--- src/rtl/hb_pkg.sv ---
package hb_pkg;

    // One bit per bridge side
    typedef struct packed {
        logic hi;
        logic lo;
    } hb_pair_t;

    // Registered state held at the top of the controller
    typedef struct packed {
        hb_pair_t gate;
        hb_pair_t cmd_prev;
        logic     flt;
    } hb_top_state_t;

    // Bit positions inside the synchroniser bundle
    localparam int IDX_CMD  = 0;  // 0 lo, 1 hi
    localparam int IDX_OC   = 2;  // 2 lo, 3 hi
    localparam int IDX_UV   = 4;  // 4 lo pos, 5 lo neg, 6 hi pos, 7 hi neg
    localparam int IDX_STAT = 8;
    localparam int IN_W     = 9;

    // Supplies read as bad until synchronised values arrive
    localparam logic [IN_W-1:0] IN_RST = 9'h0F0;

endpackage

--- src/rtl/hb_sync.sv ---
module hb_sync #(
    parameter int              W       = 1,
    parameter int              STAGES  = 2,
    parameter logic [W-1:0]    RST_VAL = '0
) (
    input  logic         clk,
    input  logic         rst_n,
    input  logic [W-1:0] d_i,
    output logic [W-1:0] q_o
);
    logic [W-1:0] chain_q [STAGES];
    logic [W-1:0] chain_d [STAGES];

    always_comb begin
        chain_d[0] = d_i;
        for (int k = 1; k < STAGES; k++) begin
            chain_d[k] = chain_q[k-1];
        end
    end

    generate
        for (genvar g = 0; g < STAGES; g++) begin : g_stage
            always_ff @(posedge clk or negedge rst_n) begin
                if (!rst_n) chain_q[g] <= RST_VAL;
                else        chain_q[g] <= chain_d[g];
            end
        end
    endgenerate

    assign q_o = chain_q[STAGES-1];
endmodule

--- src/rtl/hb_side.sv ---
module hb_side #(
    parameter int BLANK_CYC = 8
) (
    input  logic clk,
    input  logic rst_n,
    input  logic rise_i,     // synchronised command rising edge
    input  logic oc_i,       // synchronised sense flag
    input  logic uvp_i,      // positive supply low
    input  logic uvn_i,      // negative supply high
    input  logic gate_on_i,  // registered gate state of this side
    output logic fault_o,    // fault present for the coming cycle
    output logic uv_o,
    output logic sense_o,    // sense flag is honoured this cycle
    output logic oc_lat_o    // registered latch state
);
    localparam int CW = $clog2(BLANK_CYC + 2);
    localparam logic [CW-1:0] BLANK_LD = CW'(BLANK_CYC);

    typedef struct packed {
        logic          oc_lat;
        logic [CW-1:0] blank;
    } side_state_t;

    side_state_t st_d, st_q;

    always_comb begin
        st_d    = st_q;
        sense_o = gate_on_i && (st_q.blank == '0);
        uv_o    = uvp_i || uvn_i;
        if (rise_i) begin
            // new cycle: release the latch and restart blanking
            st_d.oc_lat = 1'b0;
            st_d.blank  = BLANK_LD;
        end else begin
            if (st_q.blank != '0) st_d.blank = st_q.blank - 1'b1;
            if (sense_o && oc_i)  st_d.oc_lat = 1'b1;
        end
        fault_o = uv_o || st_d.oc_lat;
    end

    always_ff @(posedge clk or negedge rst_n) begin
        if (!rst_n) st_q <= '0;
        else        st_q <= st_d;
    end

    assign oc_lat_o = st_q.oc_lat;
endmodule

--- src/rtl/hb_gate_guard.sv ---
module hb_gate_guard
    import hb_pkg::*;
#(
    parameter int SYNC_STAGES  = 2,
    parameter int BLANK_CYC    = 8,
    parameter int TRIP_MAX_CYC = 10
) (
    input  logic clk,
    input  logic rst_n,
    input  logic cmd_lo_i,
    input  logic cmd_hi_i,
    input  logic oc_lo_i,
    input  logic oc_hi_i,
    input  logic uvp_lo_i,
    input  logic uvn_lo_i,
    input  logic uvp_hi_i,
    input  logic uvn_hi_i,
    input  logic hi_stat_i,
    output logic gate_lo_o,
    output logic gate_hi_o,
    output logic flt_pull_o
);
    // sense-to-gate latency: synchroniser depth plus the gate register
    localparam int TRIP_LAT = SYNC_STAGES + 1;

    generate
        if (TRIP_LAT > TRIP_MAX_CYC) begin : g_bad_trip
            $error("trip latency exceeds TRIP_MAX_CYC");
        end
    endgenerate

    logic [IN_W-1:0] raw_in, syn;
    logic [1:0] cmd_s, oc_s, rise, fault, uv_s, sense, oc_lat, gate_now;
    logic       stat_s;

    hb_top_state_t st_d, st_q;

    assign raw_in = {hi_stat_i, uvn_hi_i, uvp_hi_i, uvn_lo_i, uvp_lo_i,
                     oc_hi_i, oc_lo_i, cmd_hi_i, cmd_lo_i};

    hb_sync #(
        .W       (IN_W),
        .STAGES  (SYNC_STAGES),
        .RST_VAL (IN_RST)
    ) u_sync (
        .clk   (clk),
        .rst_n (rst_n),
        .d_i   (raw_in),
        .q_o   (syn)
    );

    assign cmd_s    = syn[IDX_CMD+1:IDX_CMD];
    assign oc_s     = syn[IDX_OC+1:IDX_OC];
    assign stat_s   = syn[IDX_STAT];
    assign gate_now = {st_q.gate.hi, st_q.gate.lo};
    assign rise     = cmd_s & ~{st_q.cmd_prev.hi, st_q.cmd_prev.lo};

    generate
        for (genvar s = 0; s < 2; s++) begin : g_side
            hb_side #(
                .BLANK_CYC (BLANK_CYC)
            ) u_side (
                .clk       (clk),
                .rst_n     (rst_n),
                .rise_i    (rise[s]),
                .oc_i      (oc_s[s]),
                .uvp_i     (syn[IDX_UV + 2*s]),
                .uvn_i     (syn[IDX_UV + 2*s + 1]),
                .gate_on_i (gate_now[s]),
                .fault_o   (fault[s]),
                .uv_o      (uv_s[s]),
                .sense_o   (sense[s]),
                .oc_lat_o  (oc_lat[s])
            );
        end
    endgenerate

    always_comb begin
        logic want_lo, want_hi;
        st_d = st_q;
        want_lo = cmd_s[0] && !fault[0];
        want_hi = cmd_s[1] && !fault[1];
        // interlock: turning on needs the opposite command low,
        // staying on does not
        st_d.gate.lo     = want_lo && (st_q.gate.lo || !cmd_s[1]);
        st_d.gate.hi     = want_hi && (st_q.gate.hi || !cmd_s[0]);
        st_d.cmd_prev.lo = cmd_s[0];
        st_d.cmd_prev.hi = cmd_s[1];
        st_d.flt         = fault[0] || fault[1] || stat_s;
    end

    always_ff @(posedge clk or negedge rst_n) begin
        if (!rst_n) begin
            st_q     <= '0;
            st_q.flt <= 1'b1;
        end else begin
            st_q <= st_d;
        end
    end

    assign gate_lo_o  = st_q.gate.lo;
    assign gate_hi_o  = st_q.gate.hi;
    assign flt_pull_o = st_q.flt;
endmodule

--- config.mk ---
export PLATFORM = sky130hd
export DESIGN_NAME = hb_gate_guard
export DESIGN_NICKNAME = d
export VERILOG_FILES = /design/src/rtl/hb_pkg.sv /design/src/rtl/hb_sync.sv /design/src/rtl/hb_side.sv /design/src/rtl/hb_gate_guard.sv
export SDC_FILE = /design/constraint.sdc
export NUM_CORES = 1
export LEC_CHECK = 0
export ABC_CLOCK_PERIOD_IN_PS = 3800
export BUFFER_PORTS_ARGS = -buffer_cell sky130_fd_sc_hd__buf_2
export CAP_MARGIN = 20
export CORE_MARGIN = 5
export CORE_UTILIZATION = 58
export CTS_CLUSTER_SIZE = 24
export DETAILED_ROUTE_END_ITERATION = 8
export HOLD_SLACK_MARGIN = 0.1
export PLACE_DENSITY = 0.87
export SETUP_SLACK_MARGIN = 0.3
export SYNTH_ARGS = -nofsm -noshare
export SYNTH_HDL_FRONTEND = slang
export SYNTH_SLANG_ARGS = --single-unit
--- constraint.sdc ---
create_clock -name clk -period 3.8 [get_ports clk]
set_input_delay 0.76 -clock clk [delete_from_list [all_inputs] [get_ports clk]]
set_output_delay 0.76 -clock clk [all_outputs]
set_load 0.005 [all_outputs]
# After elaboration in Yosys (flattened, before gate mapping)

Index checks and enable logic that the tools add are counted.
W data, S select, Z words.

Bitwise operators: 2
Reductions and logical operators: 26
Muxes and demuxes: 6
$add $sub $neg: 2

Operators with widths:

| kind                  | count |
|---|---|
| $mux W5               | 2 |
| $logic_and A1 B1 Y1   | 8 |
| $logic_not A4 Y1      | 2 |
| $logic_or A1 B1 Y1    | 8 |
| $mux W4               | 2 |
| $reduce_bool A4 Y1    | 2 |
| $sub A4 B1 Y4 const B | 2 |
| $logic_not A1 Y1      | 4 |
| $reduce_bool A2 Y1    | 2 |
| $and A2 B2 Y2         | 1 |
| $mux W1               | 2 |
| $not A2 Y2            | 1 |

Logic and storage cells: 47
Register bits: 33
Bits of input ports: 11

# Logic depth before layout (Yosys ltp)

Word-level depth: 9
Gate-level depth with buffers: 6
Depth with buffers taken out: 6

# Cells and area by module

A second synthesis with hierarchy kept.

Cells, all modules: 88
Area, all modules: 1201.2 um2

By module, submodules not included:

| module        | times used | area each (um2) | seq. area each (um2) | cells an instance |
|---|---|---|---|---|
| hb_side       | 2          | 284.0           | 125.1                | 29 |
| hb_sync       | 1          | 460.4           | 460.4                | 18 |
| hb_gate_guard | 1          | 172.7           | 126.4                | 12 |

# Worst setup path after synthesis

OpenSTA, ideal clock, no wires.

Kind: flip-flop to flip-flop
From: reg g_side[1].u_side.st_q[0] (netlist bit)
To: reg st_q, in the netlist flt_pull_o
Arrival time: 1367 ps
Slack: 2345 ps
Data required time: 3712 ps
Path buffers: 0
Library setup time: 88 ps
Stages on the path, launching flop included: 7
Cell sequence: dfrtp_1 > inv_1 > ha_1 > nor3b_2 > a31oi_2 > o21ai_1 > or3_1

RTL lines:

| element                  | RTL line            | source |
|---|---|---|
| start: declaration       | hb_side.sv:24       | `side_state_t st_d, st_q;` |
| start signal: assignment | hb_side.sv:43       | `else st_q <= st_d;` |
| end signal: assignment   | hb_gate_guard.sv:97 | `st_q <= st_d;` |
| end: declaration         | hb_gate_guard.sv:36 | `hb_top_state_t st_d, st_q;` |

# Worst setup path in the final report

From: reg st_q, in the netlist flt_pull_o
To: out flt_pull_o

RTL lines:

| element          | RTL line            | source |
|---|---|---|
| end: declaration | hb_gate_guard.sv:21 | `output logic flt_pull_o` |

No word-level cell between the ends.

==> flow_results.org <==
** Status
- Outcome :: finished clean

** Setup path
- STA classifies the critical path endpoint as an output port.
- The worst register-to-register path ends at flt_pull_o.
- The worst setup path is launched from a register.
- Crit. path cell count :: 1
- STA puts the critical path data required time at 3.04 ns.
- In this run the critical register-to-register path is launched from g_side[1].u_side.st_q[0].
- For flop-to-flop paths, the worst setup slack is 2.20 ns.
- Broken down by cell family, the worst path's largest delay share belongs to flip-flops.
- Arrival time of the worst setup path :: 0.95 ns
- By startpoint and endpoint, the worst setup path is classified as reg -> out.
- The largest individual stage delay along the critical path comes from the cell dfstp_2.
- Capture point of the worst path :: flt_pull_o
- Along the worst path, the maximum fanout reaches 1.
- The signal on the critical path passes through buf_2.
- First element of the critical path :: flt_pull_o
- Number of buffer and inverter stages on the critical path :: 1
- For the worst flop-to-flop path, the logic depth is 6.
- On the worst path, the slowest cell contributes a delay of 0.52 ns.

** Cells and area
- The sequential cells in the finished layout cover a total of roughly 840 um2.
- Cells fill 71.70% of the core in the end.
- Area used by multi-input combinational logic :: 250.2 um2
- Fillcell total :: about 130
- Share of layout cells above drive strength 1 :: 31.68%
- Final Net Count :: 113
- Diode count :: 0
- Layout-stage area growth over the synthesis result :: 13.98%

** Synthesis
- Most area-consuming cells after synthesis :: dfrtp_1, dfstp_2, nor2_1
- Fraction of synthesized cell area taken by the top area cell type :: 54.11%
- Post-Syn Nets :: 93
- Post-synth top area cell :: dfrtp_1
- The Yosys step of the flow raised 0 warnings.
- The synthesized design contains 33 register bits.
- The cell count after synthesis came out at 80.
- In this run the mean area of a mapped cell was 13.87 um2.
- For this run, the register share of the synthesized area comes to between 70% and 80%.
- Synth top cells by count :: dfrtp_1, nor2_1, dfstp_2
- Counting flops with an async set or reset pin after synthesis yields a share of 100.0%.
- Primary flip-flop cell chosen by synthesis mapping :: dfrtp_1
- Yosys mapped a number of flops with a built-in enable equal to 0.
- Among all cell types in the netlist, the one instantiated most often is dfrtp_1.
- Cell Area, Synth :: 0.001110 mm2
- Synthesis instantiated 22 different standard cells from the library.

** STA
- Number of endpoints failing setup at the final stage :: 0
- Setup repair after global routing left no endpoint under its margin.
- Final critical-path share of the clock period :: 45.05%
- Period minus WS final :: 1.712 ns
- Final Hold Viols :: 0
- Derived from the worst setup path, the maximum achievable clock frequency is between 500 and 600 MHz.
- Slew Limit Fails :: 0
- For the final database, setup skew stands at 0.01365 ns.
- Final TNS setup :: 0 ns
- At the pin with the least slew margin, the transition time is 0.6605 ns.
- Measured against its own limit, the worst slew margin works out to 55.97%.

** CTS
- Clock sink count :: 33
- CTS tree :: done
- Clock-pin slew reported for the worst setup and hold paths after clock tree synthesis :: 0.09 ns
- Once the clock tree was built, the resizer swapped 0 gates to a different size.
- Clock tree synthesis selected as its root buffer the cell clkbuf_4.
- # hold bufs at CTS :: 0
- Num CTS Buffers :: 5
- The clock passes through at most 2 buffers.
- For the worst-skew pair, the clock arrives at the later sink with an insertion delay of 0.33 ns.
- Number of H-tree levels :: 2
- Buffers inserted during post-CTS setup optimization :: 0

** Global route
- The first global-routing pass estimated 2994 um of wire.
- Across every metal layer, demand over resource in global routing totals 15.74%.
- Total gr overflow :: 0
- Entering global routing, the biggest net connects 34 pins.
- Initial antenna violation count :: 0
- The number of global-route vias before repair came to 681.

** Hold path
- Startpoint of the lowest-slack hold path :: u_sync.chain_d[2]
- Type of the tightest min-delay check :: reg -> reg

** Die
- The floorplan step defined a die boundary enclosing 0.002889 mm2.
- Die X :: 53.75 um
- In this run the count of I/O pins placed on the die edge is 14.
- The initial utilization of the core area, before any placement, comes to 62.91%.
- Cell Rows :: 15
- In this run the standard cell core region covers 0.001764 mm2.
- Measured along the y axis, the die boundary spans 53.75 um.

** Placed design
- Once detailed placement completed, the half-perimeter wirelength came to about 1100 um.
- Quantity of I/O buffers inserted on ports :: 13
- Routability-driven placement finished with a final weighted congestion of between 0.7 and 0.8.

** Detailed routing
- Wire length per cell after detailed routing :: 12.37 um
- Summed over all layers, the routed wires come to around 1600 um.
- The final route contains 647 vias.
- For this block, the initial DRC count from the detailed router was 9.
- Drt pass-1 iters :: 4
- Remaining routing DRC violations :: 0
- The count of nets left with antenna violations once routing finished came out at 0.
- Using the TritonRoute via totals, the vias-per-cell ratio works out to between 5 and 6.

** Power
- The analysis attributes to cell leakage a power of 0.5848 nW.
- Power Total :: around 0.82 mW
- Power per cell area :: approximately 650 mW/mm2
- Peak supply drop :: 0.0003940 V

** Run
- Max-cap violations in this run came to 0.
[area by class of cell]
| class | count | share of cell area (%) |
|---|---|---|
| clock buffer | 8 | 4.649 |
| inverter | 6 | 1.780 |
| multi-input combinational | 41 | 19.78 |
| sequential | 33 | 66.17 |
| tap | 25 | 2.473 |
| timing repair buffer | 13 | 5.143 |
[cells by family after synthesis]
group           after synthesis  share of synthesized area, %
compound gates               13                         7.667
xor+xnor                      2                         1.579
fa+ha+maj                     2                         2.254
buf+inv                       6                         2.029
flops                        33                         75.42
simple gates                 24                         11.05
[how the worst min path moves through the flow]
stage | endpoint | slack (ns) | cells past startpoint
6_report | u_sync.q_o[2] | 0.34 | 0
2_1_floorplan | u_sync.q_o[0] | 0.33 | 0
3_5_place_dp | u_sync.q_o[3] | 0.34 | 0
3_3_place_gp | u_sync.q_o[0] | 0.33 | 0
4_1_cts | u_sync.q_o[2] | 0.35 | 0
5_1_grt | u_sync.q_o[5] | 0.35 | 0
[where the power goes]
part / total [mW] / internal [mW] / leakage (nW) / switching, mW
Sequential: 0.447 / 0.408 / 0.387 / 0.0392
Combinational: 0.174 / 0.0842 / 0.165 / 0.0900
Clock: 0.195 / 0.0912 / 0.0326 / 0.104
[state kept, by name (all words and copies together), names as in the netlist]
register                count
u_sync.chain_d              9
u_sync.q_o                  9
g_side.u_side.st_q          8
g_side.u_side.oc_lat_o      2
st_q                        2
flt_pull_o                  1
gate_hi_o                   1
gate_lo_o                   1
[stage by stage]
| stage | hold WS (ns) | area (um2) | instances | worst slack [ns] |
|---|---|---|---|---|
| floorplan | 0.3312 | 1110 | 80 | 2.345 |
| global placement | 0.3322 | 1206 | 118 | 2.319 |
| detailed placement | 0.3379 | 1206 | 118 | 2.223 |
| CTS | 0.3481 | 1265 | 126 | 2.067 |
| global route | 0.3512 | 1265 | 126 | 2.021 |
| finish | 0.3412 | 1265 | 126 | 2.088 |
[cells in the final DEF (no fill, tap or decap), types with 2 or more instances in the layout]
master and count:
clkbuf_4 5, xnor2_1 2, dfrtp_1 24, nor2_1 13
a21oi_1 4, o21ai_1 2, clkbuf_1 2, dfstp_2 9
inv_1 5, ha_1 2, o21ai_0 2, buf_2 13
nand2b_1 2, or3_1 3, nand3b_1 2
[routing by layer]
metal | vias up | wire (um) | track usage [%]
met3 | 7 | 126 | 8.587
met2 | 22 | 761 | 23.79
met4 | 0 | 49 | 8.936
li1 | 307 | - | -
met5 | - | 0 | 0
met1 | 311 | 621 | 17.51
No activity file was read; power rests on OpenSTA's default activity.
